$ cat src/rtl/alu_pkg.sv
package alu_pkg;

  typedef enum logic [3:0] {
    OP_AND = 4'd0,  OP_EOR = 4'd1,  OP_SUB = 4'd2,  OP_RSB = 4'd3,
    OP_ADD = 4'd4,  OP_ADC = 4'd5,  OP_SBC = 4'd6,  OP_RSC = 4'd7,
    OP_TST = 4'd8,  OP_TEQ = 4'd9,  OP_CMP = 4'd10, OP_CMN = 4'd11,
    OP_ORR = 4'd12, OP_MOV = 4'd13, OP_BIC = 4'd14, OP_MVN = 4'd15
  } alu_op_e;

  typedef struct packed {
    logic n;
    logic z;
    logic c;
    logic v;
  } nzcv_t;

  // Compare/test group never writes a destination
  function automatic logic op_is_compare(input logic [3:0] op);
    return op[3:2] == 2'b10;
  endfunction

  // Opcodes whose flags come from the bitwise unit
  function automatic logic op_is_logical(input logic [3:0] op);
    case (op)
      OP_AND, OP_EOR, OP_TST, OP_TEQ,
      OP_ORR, OP_MOV, OP_BIC, OP_MVN: return 1'b1;
      default:                        return 1'b0;
    endcase
  endfunction

  // Operand swap for reverse forms
  function automatic logic op_swaps(input logic [3:0] op);
    return (op == OP_RSB) || (op == OP_RSC);
  endfunction

  // Second adder input is inverted for every subtract form
  function automatic logic op_inverts(input logic [3:0] op);
    case (op)
      OP_SUB, OP_RSB, OP_SBC, OP_RSC, OP_CMP: return 1'b1;
      default:                                return 1'b0;
    endcase
  endfunction

  // Carry-in: 1 for plain subtract, C for with-carry forms, 0 otherwise
  function automatic logic op_carry_in(input logic [3:0] op, input logic c_flag);
    case (op)
      OP_SUB, OP_RSB, OP_CMP:         return 1'b1;
      OP_ADC, OP_SBC, OP_RSC:         return c_flag;
      default:                        return 1'b0;
    endcase
  endfunction

  // Two's-complement overflow from the sign bits of the adder inputs and sum
  function automatic logic signed_ovf(input logic x_msb, input logic y_msb,
                                      input logic s_msb);
    return (x_msb == y_msb) && (s_msb != x_msb);
  endfunction

endpackage

$ cat src/rtl/alu_opsel.sv
module alu_opsel #(
  parameter int W          = 32,
  parameter int PC_OFS_IMM = 8,
  parameter int PC_OFS_REG = 12
) (
  input  logic [W-1:0] a_raw,
  input  logic         a_is_pc,
  input  logic         b_reg_shift,
  input  logic [W-1:0] ins_addr,
  output logic [W-1:0] a_eff
);
  localparam logic [W-1:0] OFS_IMM = W'(PC_OFS_IMM);
  localparam logic [W-1:0] OFS_REG = W'(PC_OFS_REG);

  logic [W-1:0] pc_ofs;

  always_comb begin
    pc_ofs = b_reg_shift ? OFS_REG : OFS_IMM;
    a_eff  = a_is_pc ? (ins_addr + pc_ofs) : a_raw;
  end
endmodule

$ cat src/rtl/alu_logic.sv
module alu_logic #(
  parameter int W = 32
) (
  input  logic [3:0]   op,
  input  logic [W-1:0] a,
  input  logic [W-1:0] b,
  output logic [W-1:0] res
);
  import alu_pkg::*;

  always_comb begin
    case (alu_op_e'(op))
      OP_AND, OP_TST: res = a & b;
      OP_EOR, OP_TEQ: res = a ^ b;
      OP_ORR:         res = a | b;
      OP_MOV:         res = b;
      OP_BIC:         res = a & ~b;
      OP_MVN:         res = ~b;
      default:        res = '0;
    endcase
  end
endmodule

$ cat src/rtl/alu_adder.sv
module alu_adder #(
  parameter int W = 32
) (
  input  logic [3:0]   op,
  input  logic [W-1:0] a,
  input  logic [W-1:0] b,
  input  logic         c_flag,
  output logic [W-1:0] sum,
  output logic         cout,
  output logic         ovf
);
  import alu_pkg::*;

  logic [W-1:0] x_in;
  logic [W-1:0] y_pre;
  logic [W-1:0] y_in;
  logic         cin;
  logic [W:0]   wide;

  always_comb begin
    x_in  = op_swaps(op) ? b : a;
    y_pre = op_swaps(op) ? a : b;
    y_in  = op_inverts(op) ? ~y_pre : y_pre;
    cin   = op_carry_in(op, c_flag);
    wide  = {1'b0, x_in} + {1'b0, y_in} + {{W{1'b0}}, cin};
    sum   = wide[W-1:0];
    cout  = wide[W];
    ovf   = signed_ovf(x_in[W-1], y_in[W-1], wide[W-1]);
  end
endmodule

$ cat src/rtl/alu_flags.sv
module alu_flags #(
  parameter int W = 32
) (
  input  logic [3:0]   op,
  input  logic         set_flags,
  input  logic [W-1:0] res,
  input  logic         add_c,
  input  logic         add_v,
  input  logic         shift_carry,
  input  logic [3:0]   flags_in,
  output logic [3:0]   flags_nxt
);
  import alu_pkg::*;

  nzcv_t cur;
  nzcv_t upd;

  always_comb begin
    cur   = nzcv_t'(flags_in);
    upd.n = res[W-1];
    upd.z = (res == '0);
    if (op_is_logical(op)) begin
      upd.c = shift_carry;
      upd.v = cur.v;
    end else begin
      upd.c = add_c;
      upd.v = add_v;
    end
    flags_nxt = set_flags ? upd : cur;
  end
endmodule

$ cat src/rtl/alu_dp.sv
module alu_dp #(
  parameter int W          = 32,
  parameter int PC_OFS_IMM = 8,
  parameter int PC_OFS_REG = 12
) (
  input  logic         clk,
  input  logic         rst_n,
  input  logic         in_valid,
  input  logic [3:0]   opcode,
  input  logic [W-1:0] op_a,
  input  logic [W-1:0] op_b,
  input  logic         shift_carry,
  input  logic [3:0]   flags_in,
  input  logic         set_flags,
  input  logic         a_is_pc,
  input  logic         b_reg_shift,
  input  logic [W-1:0] ins_addr,
  output logic         out_valid,
  output logic [W-1:0] result,
  output logic         wr_en,
  output logic [3:0]   flags_out
);
  import alu_pkg::*;

  // Named internal events, visible to the bound checker
  logic [W-1:0] a_eff;
  logic [W-1:0] logic_res;
  logic [W-1:0] add_sum;
  logic         add_cout;
  logic         add_ovf;
  logic         is_logical;
  logic         is_compare;
  logic [W-1:0] res_nxt;
  logic [3:0]   flags_nxt;

  alu_opsel #(.W(W), .PC_OFS_IMM(PC_OFS_IMM), .PC_OFS_REG(PC_OFS_REG)) u_opsel (
    .a_raw      (op_a),
    .a_is_pc    (a_is_pc),
    .b_reg_shift(b_reg_shift),
    .ins_addr   (ins_addr),
    .a_eff      (a_eff)
  );

  alu_logic #(.W(W)) u_logic (
    .op (opcode),
    .a  (a_eff),
    .b  (op_b),
    .res(logic_res)
  );

  alu_adder #(.W(W)) u_adder (
    .op    (opcode),
    .a     (a_eff),
    .b     (op_b),
    .c_flag(flags_in[1]),
    .sum   (add_sum),
    .cout  (add_cout),
    .ovf   (add_ovf)
  );

  always_comb begin
    is_logical = op_is_logical(opcode);
    is_compare = op_is_compare(opcode);
    res_nxt    = is_logical ? logic_res : add_sum;
  end

  alu_flags #(.W(W)) u_flags (
    .op         (opcode),
    .set_flags  (set_flags),
    .res        (res_nxt),
    .add_c      (add_cout),
    .add_v      (add_ovf),
    .shift_carry(shift_carry),
    .flags_in   (flags_in),
    .flags_nxt  (flags_nxt)
  );

  // Output stage: one cycle of latency
  always_ff @(posedge clk) begin
    if (!rst_n) begin
      out_valid <= 1'b0;
      wr_en     <= 1'b0;
      result    <= '0;
      flags_out <= '0;
    end else begin
      out_valid <= in_valid;
      wr_en     <= in_valid && !is_compare;
      if (in_valid) begin
        result    <= res_nxt;
        flags_out <= flags_nxt;
      end
    end
  end
endmodule

$ cat config.mk
export PLATFORM = sky130hd
export DESIGN_NAME = alu_dp
export DESIGN_NICKNAME = d
export VERILOG_FILES = /design/src/rtl/alu_pkg.sv /design/src/rtl/alu_opsel.sv /design/src/rtl/alu_logic.sv /design/src/rtl/alu_adder.sv /design/src/rtl/alu_flags.sv /design/src/rtl/alu_dp.sv
export SDC_FILE = /design/constraint.sdc
export NUM_CORES = 1
export LEC_CHECK = 0
export BUFFER_PORTS_ARGS = -buffer_cell sky130_fd_sc_hd__clkbuf_2
export CORE_ASPECT_RATIO = 0.7
export CORE_MARGIN = 5
export CORE_UTILIZATION = 45
export DETAILED_ROUTE_END_ITERATION = 16
export GPL_TIMING_DRIVEN = 0
export HOLD_SLACK_MARGIN = 0.05
export PLACE_DENSITY = 0.74
export SYNTH_ARGS = -nofsm -noshare
export SYNTH_HDL_FRONTEND = slang
export SYNTH_SLANG_ARGS = --single-unit
$ cat constraint.sdc
create_clock -name clk -period 6.65 [get_ports clk]
set_input_delay 1.6625 -clock clk [delete_from_list [all_inputs] [get_ports clk]]
set_output_delay 1.6625 -clock clk [all_outputs]
set_load 0.1 [all_outputs]
==> results.env, run 1 <==
CRITICAL_PATH_ARRIVAL_PS=6670
GRT.OVERFLOW.TOTAL=0
TIMING.FINAL.CRIT_PERIOD_PS=6460
YOSYS_WARNINGS=0
SYNTH_AREA_PER_CELL_UM2=6.64
POST-ROUTE-UTIL_PCT=53.2
SETUP.WORST_PATH.CLASS='input port to flip-flop'
DIE_AREA_UM2=20300
REPORT.FINAL.SETUP_VIOL=0
CP_SLOWEST_STAGE_DELAY_PS=580
DIE_HEIGHT_UM=121
WORST_SETUP_PATH_END_KIND='flip-flop'
POST-SYNTH-TOP-AREA-FRACTION_PCT=10.3
FIRST_PASS_ITERS=6
TOTAL_LEAKAGE_POWER_nW=3.95
HOLD_DEPTH=2
CTS_NUM_SINKS=38
SYNTH_AREA_LEADER_CELL='ha_1'
VIAS=9895
DESIGN.CORE.AREA_UM2=17200
FINAL_HOLD_VIOL_COUNT=0
SYNTHESIS.NETS=1364
GLOBALROUTETOTALUTIL_PCT=29.7
DP_HPWL_MM=25.6
CRIT_PATH_TOP_DELAY_CELL='or4_1'
SETUP.WORST_PATH.START_CLASS='input port'
GRT_START_MAX_NET_PINS=20
CRITICAL-PATH-TOP-CELL-BY-COUNT='ha_1'
DP_WORST_SETUP_SLACK_PS=-1120
FP-ROW-COUNT=40
INITIAL_CORE_UTIL_PCT=45.9
STATUS='finished clean'
SYNTH.TOP_CELLS.BY_AREA='ha_1 10%, dfxtp_1 9.7%, o21ai_0 7.5%'
SYN_AREA_UM2=7870
WORST_SLEW_MARGIN_REL_PCT=29.1
FINALHOLDWORSTSLACK_PS=464
ANTENNA_FOUND_INITIAL=0
SYNTH_TOP_FLOP_CELL='dfxtp_1'
SEQ_AREA_FRAC_SYNTH_PCT=9.66
PLACE_AREA_UM2=8880
MIN_DELAY_WORST_TYPE='flip-flop to flip-flop'
NUM-NETS-FINAL=1517
CTS_TREE='done'
CLOCKBUFFERDEPTH=2
SHARE_OF_CELLS_ABOVE_DRIVE_STRENGTH_1_PCT=18.0
SLEW_AT_THE_PIN_CLOSEST_TO_ITS_MAX_SLEW_LIMIT_PS=1060
ASYNC_RESET_FF_SHARE_PCT=0
CTS-HTREE-LEVELS=2
FINAL_STD_CELL_AREA_NO_FILL_UM2=9130
SLEW_VIOL_FINAL=0
STARTING_DRC_COUNT_IN_DETAILED_ROUTING=1349
POWER_DENSITY_nW_PER_UM2=196
SYNTH.FF_LATCH_COUNT=38
NETLIST_TOP_CELLS_COUNT='139 x nand2_1, 119 x nor2_1, 118 x o21ai_0'
CLOCK-SKEW-FINAL_PS=0
INSERTEDDIODECOUNT=0
POST_SYNTH_EDFFS=0
REQUIRED_TIME_OF_THE_WORST_SETUP_PATH_PS=6860
TIMING.MAX_CAP.VIOLATIONS=0
DIE_WIDTH_UM=168
FINALWIRELENGTH_MM=31.3
TIMING.REG2REG.WORST_PATH_DEPTH=6
FILLERS=1770
GLOBALPLACE.CONGESTION=0.977
YS_TYPES=89
SYNTHESIZED_NETLIST_CELL_COUNT=1186
CTS_ROOT_BUF='clkbuf_16'
FIRST_GLOBAL_VIAS=9289
CTS_BUFFERS=5
TIMING.FINAL.CRIT_SHARE_PCT=97.2
IR_WORST_VDD_mV=0.111
CLKSLEWWORSTSETUPHOLDPATHS_PS=60
NUM_IO_PINS=149
GRT_FIRST_PASS_WIRELENGTH_MM=49.0
REMAINING_DRC_ERRORS=0
SETUP_TOTAL_NEGATIVE_SLACK_PS=0
CRIT_PATH_CELL_TRACE='clkbuf_2 -> ha_1 -> inv_1 -> ha_1 -> nor2b_2 -> nand4_1 -> or4_1 -> xnor2_1 -> mux2i_2 -> o21ai_0 -> xnor2_1 -> ha_1 -> buf_2 -> a21oi_1 -> inv_1 -> a21oi_1 -> nand3_1 -> o21ai_2 -> nor3b_1 -> a31oi_1 -> o221ai_1 -> or4_1 -> o31ai_2'
CLK_LAT_WORST_SKEW_PS=290
HOLDBUFCOUNTCTS=0
ANT_NETS=0
TIMING.FMAX_MHz=155
AVGVIACOUNTPERCELL=6.30
BUFFER_PORTS.INSERTED=144
SYNTHTOLAYOUTAREAGROWTH_PCT=16.0
SETUP_SLACK_PS=186
SYNTH.MOST_COMMON_CELL='nand2_1'
AVGROUTEDWIREPERCELL_UM=19.9
CRITPATHMAXFANOUT=10
## cell usage in the layout (no fill, tap or decap), drive strengths merged, types with 8 or more instances in the layout
master and count:
nor2 120, o211ai 17, o21a 8, nor3 29
or3 9, buf 43, a21oi 119, ha 65
xor2 22, o21ai 130, nand4 20, mux2i 28
xnor2 53, inv 56, nor2b 11, o2bb2ai 9
a21o 13, o22ai 8, dfxtp 38, nand3 23
clkbuf 193, a211oi 43, nand2 140
## flip-flops by register name (all words and copies together), names as in the netlist
signal and count:
wr_en 1, result 32, flags_out 4, out_valid 1
## layout make-up
| type | instances | area [um2] | share of cell area, % |
|---|---|---|---|
| multi-input cells | 1007 | 6540 | 71.6 |
| flip-flops and latches | 38 | 761 | 8.33 |
| repair buffers | 149 | 758 | 8.30 |
| plain buffers | 82 | 427 | 4.67 |
| well taps | 231 | 289 | 3.16 |
| inverters | 56 | 210 | 2.30 |
| clock buffers | 6 | 139 | 1.52 |
| clock inverters | 2 | 12.5 | 0.137 |
## what timing repair did
action                     in CTS  in global routing
pin swaps                       1                  3
hold endpoints to repair        0                  0
resized for setup               6                 22
buffers inserted                1                  4
setup endpoints to repair       7                  4
## metal layers
metal,GRT usage [%],vias to the layer above,share of wire [%]
li1,-,4661,-
met1,43.7,4626,45
met2,44.2,545,42
met3,4.90,63,10
met4,8.92,0,2.8
met5,0,-,0
## path summary, 6_finish.rpt
path                              startpoint      endpoint  slack (ps)
worst min register to register     result[8]     result[8]         460
worst max-delay path             b_reg_shift  flags_out[2]         190
worst max register to register  flags_out[2]  flags_out[2]        4970
worst min-delay path               result[8]     result[8]         460
## through the flow
step / cells / total power, mW
after floorplan: 1186 / 1.18
after global placement: 1561 / 1.48
after detailed placement: 1561 / 1.49
after CTS: 1568 / 1.75
after global routing: 1571 / 1.91
final: 1571 / 1.79
## kinds of logic (layout without fill, tap and decap cells)
| logic type | count (synthesis) | count (layout) | synth area share [%] |
|---|---|---|---|
| flip-flops | 38 | 38 | 9.66 |
| XOR/XNOR | 75 | 75 | 8.34 |
| AND/OR/NAND/NOR | 400 | 400 | 24.0 |
| AO/OA/AOI/OAI | 436 | 436 | 35.4 |
| adder cells (fa/ha/maj) | 67 | 67 | 10.8 |
| buffers and inverters | 141 | 295 | 8.04 |
| multiplexers | 29 | 29 | 3.70 |
## critical path: cells and delay by family
family                   cells  cell delay [ps]
AO/OA/AOI/OAI                7             1460
XOR/XNOR                     2              310
adder cells (fa/ha/maj)      3              820
buffers and inverters        4              380
multiplexers                 1              290
AND/OR/NAND/NOR              6             1740
## power breakdown
group	internal, mW	switching (mW)
sequential	0.255	0.0150
clock	0.148	0.0970
combinational	0.409	0.863
(Power assumes the default switching activity.)
==> inputs of run 2 (changes only) <==
- CELL_PAD_IN_SITES_DETAIL_PLACEMENT: not set -> 0
- CELL_PAD_IN_SITES_GLOBAL_PLACEMENT: not set -> 1
- CORE_UTILIZATION: 45 -> 41
- PLACE_DENSITY: 0.74 -> 0.9
==> run 2 against run 1 <==
Compared with the run above:
- register-to-register slack hardly changed
- clock skew did not move
- power grew 3.5%
- clock-buffer cell count unchanged
- final area rose by 0.41%
- sequential cell count unchanged
- first-iteration DRC count fell by 14%
- sequential power about the same
- cell count rose by 0.38%
- fmax up 0.98%
- critical path depth is 3 lower
- non-clock buffer count shrank 5
- critical endpoint unchanged
- largest cell class unchanged
- highest routed layer unchanged
==> results.env, run 2 (synthesized netlist as in run 1, its figures left out) <==
FINAL_HOLD_VIOL_COUNT=0
GLOBALROUTETOTALUTIL_PCT=27.3
SHARE_OF_CELLS_ABOVE_DRIVE_STRENGTH_1_PCT=17.7
SYNTHTOLAYOUTAREAGROWTH_PCT=16.5
INITIAL_CORE_UTIL_PCT=41.7
CRITPATHMAXFANOUT=10
SETUP_SLACK_PS=249
LARGEST_REGISTER='result'
POST-ROUTE-UTIL_PCT=48.6
FINALWIRELENGTH_MM=31.3
CTS_TREE='done'
PLACE_INST=1572
TIMING.FINAL.CRIT_PERIOD_PS=6400
REQUIRED_TIME_OF_THE_WORST_SETUP_PATH_PS=6860
REPORT.FINAL.SETUP_VIOL=0
TOTAL_POWER_mW=1.85
STATUS='finished clean'
FINAL_STD_CELL_AREA_NO_FILL_UM2=9170
CPLARGESTDELAYFAMILY='compound AO/OA/AOI/OAI gates'
DESIGN.CORE.AREA_UM2=18900
FIRST_GLOBAL_VIAS=8999
PATH_BUF_INV=6
GRT.OVERFLOW.TOTAL=0
CTS_SETUP_BUFFERS=0
FP-ROW-COUNT=42
LAYOUT.CELLS.MOST_COMMON='clkbuf_2'
FLIP_FLOP_COUNT_OF_THE_LARGEST_REGISTER_ALL_COPIES_AND_WORDS_ADDED=32
SLEW_AT_THE_PIN_CLOSEST_TO_ITS_MAX_SLEW_LIMIT_PS=1090
CTS.REPAIR.RESIZED=7
STARTING_DRC_COUNT_IN_DETAILED_ROUTING=1165
DIE_HEIGHT_UM=126
GLOBALROUTEMET3UTIL_PCT=4.55
SETUP.WORST_PATH.START_CLASS='input port'
RSZ0062_AT_GRT='no'
AVGROUTEDWIREPERCELL_UM=19.9
INSTANCES_NO_FILL=1577
REMAINING_DRC_ERRORS=0
CRITICAL_PATH_ARRIVAL_PS=6610
TIMING.MAX_CAP.VIOLATIONS=0
FILLERS=1991
DIE_AREA_UM2=22100
CTS_NUM_SINKS=38
CTS_BUFFERS=5
POWER_DENSITY_nW_PER_UM2=202
SLEW_VIOL_FINAL=0
CRITICAL_PATH_CELL_COUNT=20
TOTAL_LEAKAGE_POWER_nW=3.94
NUM_IO_PINS=149
AREA_USED_BY_MULTI_INPUT_COMBINATIONAL_LOGIC_UM2=6550
HOLDBUFCOUNTCTS=0
MOST_FREQUENT_CELLS_IN_THE_LAYOUT='144 x clkbuf_2, 138 x nand2_1, 118 x nor2_1, 117 x o21ai_0, 115 x a21oi_1'
REG_TOP3='result x32, flags_out x4'
CLKSLEWWORSTSETUPHOLDPATHS_PS=60
CRIT_PATH_TOP_DELAY_CELL='or4_1'
ANT_NETS=0
GRT_FIRST_PASS_WIRELENGTH_MM=48.8
DIE_WIDTH_UM=176
SEQ_AREA_UM2=761
DP_WORST_SETUP_SLACK_PS=-967
PLACE_AREA_UM2=8900
CP_SLOWEST_STAGE_DELAY_PS=620
SETUP.WORST_PATH.CLASS='input port to flip-flop'
INSERTEDDIODECOUNT=0
MIN_DELAY_WORST_TYPE='flip-flop to flip-flop'
HOLD_DEPTH=2
DP_HPWL_MM=26.1
ANTENNA_FOUND_INITIAL=0
NUM-NETS-FINAL=1512
TIMING.FMAX_MHz=156
BUFFER_PORTS.INSERTED=144
CTS-HTREE-LEVELS=2
WORST_SETUP_PATH_END_KIND='flip-flop'
MET2_USAGE_PCT=42.0
GRT_START_MAX_NET_PINS=20
CLOCKBUFFERDEPTH=2
GRT_MET1_USAGE_PCT=39.8
AVGVIACOUNTPERCELL=6.16
GRT_BUSIEST_LAYER='met2'
TIMING.REG2REG.WORST_PATH_DEPTH=6
IR_WORST_VDD_mV=0.105
CRIT_PATH_CELL_TRACE='clkbuf_2 -> buf_2 -> buf_2 -> buf_2 -> o21ai_0 -> nand2_1 -> buf_2 -> xnor2_1 -> fa_1 -> inv_1 -> fa_1 -> a21oi_1 -> o2bb2ai_1 -> o211ai_1 -> a21oi_2 -> xor2_1 -> nand2_1 -> o2111ai_1 -> or4_1 -> o31ai_2'
VIAS=9720
CRITICAL-PATH-TOP-CELL-BY-COUNT='buf_2'
WORST_SLEW_MARGIN_REL_PCT=26.8
GLOBALPLACE.CONGESTION=0.980
TIMING.FINAL.CRIT_SHARE_PCT=96.3
CLK_LAT_WORST_SKEW_PS=290
FIRST_PASS_ITERS=5
CTS_ROOT_BUF='clkbuf_16'
CLOCK-SKEW-FINAL_PS=0
==> run 2: changes by cell type in the layout (fill, tap and decap cells not counted), sizes merged <==
| cell | change |
|---|---|
| clkbuf | -3 |
| clkinv | -1 |
| buf | -3 |
| clkinvlp | -1 |
| clkdlybuf4s15 | +1 |
| bufinv | +2 |
==> run 2: where the power goes <==
group | switching (mW) | total, mW | internal [mW]
Sequential | 0.0138 | 0.269 | 0.255
Clock | 0.0936 | 0.319 | 0.225
Combinational | 0.862 | 1.26 | 0.401
Total | 0.969 | 1.85 | 0.882
==> run 2: cell type report <==
cell class              count  area share (%)
clock inverters             2           0.655
clock buffers               6            1.51
inverters                  56            2.29
multi-input cells        1007            71.5
plain buffers              82            4.63
flip-flops and latches     38            8.30
well taps                 242            3.30
repair buffers            144            7.86
==> run 2: final timing paths <==
kind | startpoint | to | slack [ps]
setup / recovery | opcode[2] | flags_out[2] | 250
hold reg to reg | result[24] | result[24] | 470
setup reg to reg | flags_out[2] | flags_out[2] | 4960
hold / removal | result[24] | result[24] | 470
==> run 2: per-stage QoR <==
step	setup TNS (ps)	hold slack [ps]
3_3_place_gp	-3110	451
6_report	0	467
3_5_place_dp	-3300	463
2_1_floorplan	0	905
4_1_cts	0	471
5_1_grt	0	496
==> run 2: layer usage <==
| layer | vias up | wire length [um] |
|---|---|---|
| met5 | - | 0 |
| met2 | 474 | 13300 |
| met4 | 0 | 722 |
| met3 | 46 | 2980 |
| met1 | 4549 | 14300 |
| li1 | 4651 | - |
==> run 2: worst min-delay path: cells and delay by family (launching register included) <==
family	cells	cell delay, ps
flops	1	310
compound gates	1	50
simple gates	1	60
==> inputs of run 3 (changes only) <==
- CELL_PAD_IN_SITES_DETAIL_PLACEMENT: 0 -> not set
- CELL_PAD_IN_SITES_GLOBAL_PLACEMENT: 1 -> not set
- CORE_UTILIZATION: 41 -> 45
- PLACE_DENSITY: 0.9 -> not set
- PLACE_DENSITY_LB_ADDON: not set -> 0.12
- SYNTH_HIERARCHICAL: not set -> 1
==> run 3 against run 2 <==
Compared with the run above:
- final area up 10%
- largest power group unchanged
- sequential share of layout area decreased by 0.79 points
- global-route usage is 0.85 points lower
- clock-buffer cell count shrank 1
- sequential cell count did not move
- largest cell class unchanged
- critical endpoint unchanged
==> results.env, run 3 <==
CTS-HTREE-LEVELS=2
TIMING.REG2REG.WORST_PATH_DEPTH=2
CPLARGESTDELAYFAMILY='simple AND/OR/NAND/NOR gates'
REQUIRED_TIME_OF_THE_WORST_SETUP_PATH_PS=6870
INITIAL_CORE_UTIL_PCT=46.0
TOTAL_POWER_mW=1.75
SYNTH.MOST_COMMON_CELL='inv_1'
FIRST_PASS_ITERS=6
SEQ_AREA_UM2=761
GRT_FIRST_PASS_WIRELENGTH_MM=44.8
MIN_DELAY_WORST_TYPE='flip-flop to flip-flop'
CTS_ROOT_BUF='clkbuf_16'
INSTANCES_NO_FILL=1496
REPORT.FINAL.SETUP_VIOL=0
GLOBALPLACE.CONGESTION=0.894
FINALWIRELENGTH_MM=29.6
TOTAL_LEAKAGE_POWER_nW=4.55
NETLIST_TOP_CELLS_COUNT='84 x inv_1, 73 x nand2_1, 68 x mux2i_1'
BUFFER_PORTS.INSERTED=145
FINALHOLDWORSTSLACK_PS=512
POWER_DENSITY_nW_PER_UM2=173
SEQ_AREA_FRAC_SYNTH_PCT=9.16
NUM-NETS-FINAL=1438
SHARE_OF_CELLS_ABOVE_DRIVE_STRENGTH_1_PCT=32.1
SYNTHESIZED_NETLIST_CELL_COUNT=1089
AVGVIACOUNTPERCELL=6.07
FINAL_HOLD_VIOL_COUNT=0
HOLD_PATH_STARTPOINT='flags_out[0]'
HOLD_DEPTH=2
DIE_AREA_UM2=21300
FLIP_FLOP_COUNT_OF_THE_LARGEST_REGISTER_ALL_COPIES_AND_WORDS_ADDED=32
DP_HPWL_MM=24.1
SYNTHESIS.NETS=1267
SYNTH.FF_LATCH_COUNT=38
LAYOUT.CELLS.MOST_COMMON='clkbuf_2'
SYN_AREA_UM2=8300
GRT.OVERFLOW.TOTAL=0
SETUP.WORST_PATH.START_CLASS='input port'
R2R_SLACK_PS=5880
POST-SYNTH-TOP-AREA-FRACTION_PCT=9.80
SETUP_TOTAL_NEGATIVE_SLACK_PS=0
LARGEST_REGISTER='result'
DESIGN.CORE.AREA_UM2=18100
SLEW_VIOL_FINAL=0
FILLERS=1772
POST_SYNTH_EDFFS=0
STATUS='finished clean'
YS_TYPES=74
CTS_NUM_SINKS=38
TIMING.FMAX_MHz=155
FP-ROW-COUNT=41
CTS_BUFFERS=5
CLKSLEWWORSTSETUPHOLDPATHS_PS=50
SYNTH_TOP_FLOP_CELL='dfxtp_1'
SYNTH.TOP_CELLS.BY_AREA='ha_1 9.8%, dfxtp_1 9.2%, mux2i_1 8.2%'
INSERTEDDIODECOUNT=0
AREA_USED_BY_MULTI_INPUT_COMBINATIONAL_LOGIC_UM2=7250
VIAS=9075
SETUP.WORST_PATH.CLASS='input port to flip-flop'
SYNTH_AREA_PER_CELL_UM2=7.62
FIRST_GLOBAL_VIAS=8390
REGTOREGSTARTPOINT='result[31]'
REG_TOP3='result x32, flags_out x4'
ANT_NETS=0
CLOCK-SKEW-FINAL_PS=0
SYNTH_AREA_LEADER_CELL='ha_1'
TIMING.FINAL.CRIT_PERIOD_PS=6470
SYNTHTOLAYOUTAREAGROWTH_PCT=22.1
CLK_LAT_WORST_SKEW_PS=280
ASYNC_RESET_FF_SHARE_PCT=0
REG2REG_TO='result[31]'
WORST_SETUP_PATH_END_KIND='flip-flop'
CRITICAL_PATH_ARRIVAL_PS=6690
AVGROUTEDWIREPERCELL_UM=19.8
DIE_HEIGHT_UM=124
CRITPATHMAXFANOUT=6
DIE_WIDTH_UM=172
PATH_BUF_INV=3
TIMING.FINAL.CRIT_SHARE_PCT=97.3
ANTENNA_FOUND_INITIAL=0
PLACE_INST=1470
CTS_TREE='done'
TIMING.MAX_CAP.VIOLATIONS=0
MOST_FREQUENT_CELLS_IN_THE_LAYOUT='153 x clkbuf_2, 82 x inv_1, 71 x nand2_1, 68 x mux2i_1, 63 x o21ai_0'
CRITICAL_PATH_CELL_COUNT=27
YOSYS_WARNINGS=6
POST-ROUTE-UTIL_PCT=56.1
GRT_START_MAX_NET_PINS=17
IR_WORST_VDD_mV=0.127
DESTINATION_OF_THE_WORST_HOLD_PATH='flags_out[0]'
CRITICAL-PATH-TOP-CELL-BY-COUNT='or3_4'
CRIT_PATH_TOP_DELAY_CELL='or3_4'
WORST_SLEW_MARGIN_REL_PCT=44.4
STARTING_DRC_COUNT_IN_DETAILED_ROUTING=781
REMAINING_DRC_ERRORS=0
GLOBALROUTETOTALUTIL_PCT=26.4
CLOCKBUFFERDEPTH=2
NUM_IO_PINS=149
SLEW_AT_THE_PIN_CLOSEST_TO_ITS_MAX_SLEW_LIMIT_PS=834
CP_SLOWEST_STAGE_DELAY_PS=430
HOLDBUFCOUNTCTS=0
==> run 3: layer usage <==
metal | vias to the layer above | track usage [%] | part of all wire [%]
met3 | 36 | 3.52 | 6.1
li1 | 4388 | - | -
met5 | - | 0 | 0
met1 | 4335 | 39.5 | 49
met2 | 316 | 40.7 | 43
met4 | 0 | 5.35 | 1.8
==> run 3: cell type report <==
type	instances	area share, %
Buffer	72	4.15
Clock buffer	5	1.23
Clock inverter	2	0.0988
Inverter	84	3.11
Multi-Input combinational cell	888	71.6
Sequential cell	38	7.51
Tap cell	236	2.91
Timing Repair Buffer	171	9.39
==> run 3: kinds of logic (layout without fill, tap and decap cells) <==
logic type,after synthesis,after routing,share of synthesized area [%]
AO/OA/AOI/OAI,349,349,32.1
XOR/XNOR,72,72,7.60
adder cells (fa/ha/maj),67,67,10.3
buffers and inverters,163,334,8.68
flip-flops,38,38,9.16
multiplexers,106,106,13.4
AND/OR/NAND/NOR,294,294,18.9
==> run 3: through the flow <==
step	setup slack (ps)	cell area, um2
finish	178	10100
global placement	-1050	9320
CTS	37.1	9680
floorplan	198	8300
detailed placement	-1000	9320
global route	-57.6	10100
==> run 3: timing repair <==
action,CTS,global route
resized for setup,43,85
buffers inserted,5,20
gates cloned,0,1
endpoints found under the setup margin,4,1
pin swaps,10,34
==> run 3: power breakdown <==
part	internal, mW	switching (mW)	total (mW)	leakage (nW)
combinational	0.460	0.801	1.26	4.17
sequential	0.251	0.0124	0.264	0.315
clock	0.135	0.0916	0.227	0.0694
==> run 3: worst reg2reg max path: cells and delay by family, from the launching register on <==
family	cells	cell delay, ps
AO/OA/AOI/OAI	2	320
flip-flops	1	310
==> run 3: worst max-delay path by stage <==
stage | slack, ps | startpoint | to
after floorplan | 200 | b_reg_shift | flags_out[2]
after detailed placement | -1000 | b_reg_shift | flags_out[2]
final | 180 | ins_addr[2] | flags_out[2]
after global routing | -60 | ins_addr[2] | flags_out[2]
after CTS | 40 | b_reg_shift | flags_out[2]
after global placement | -1050 | b_reg_shift | flags_out[2]
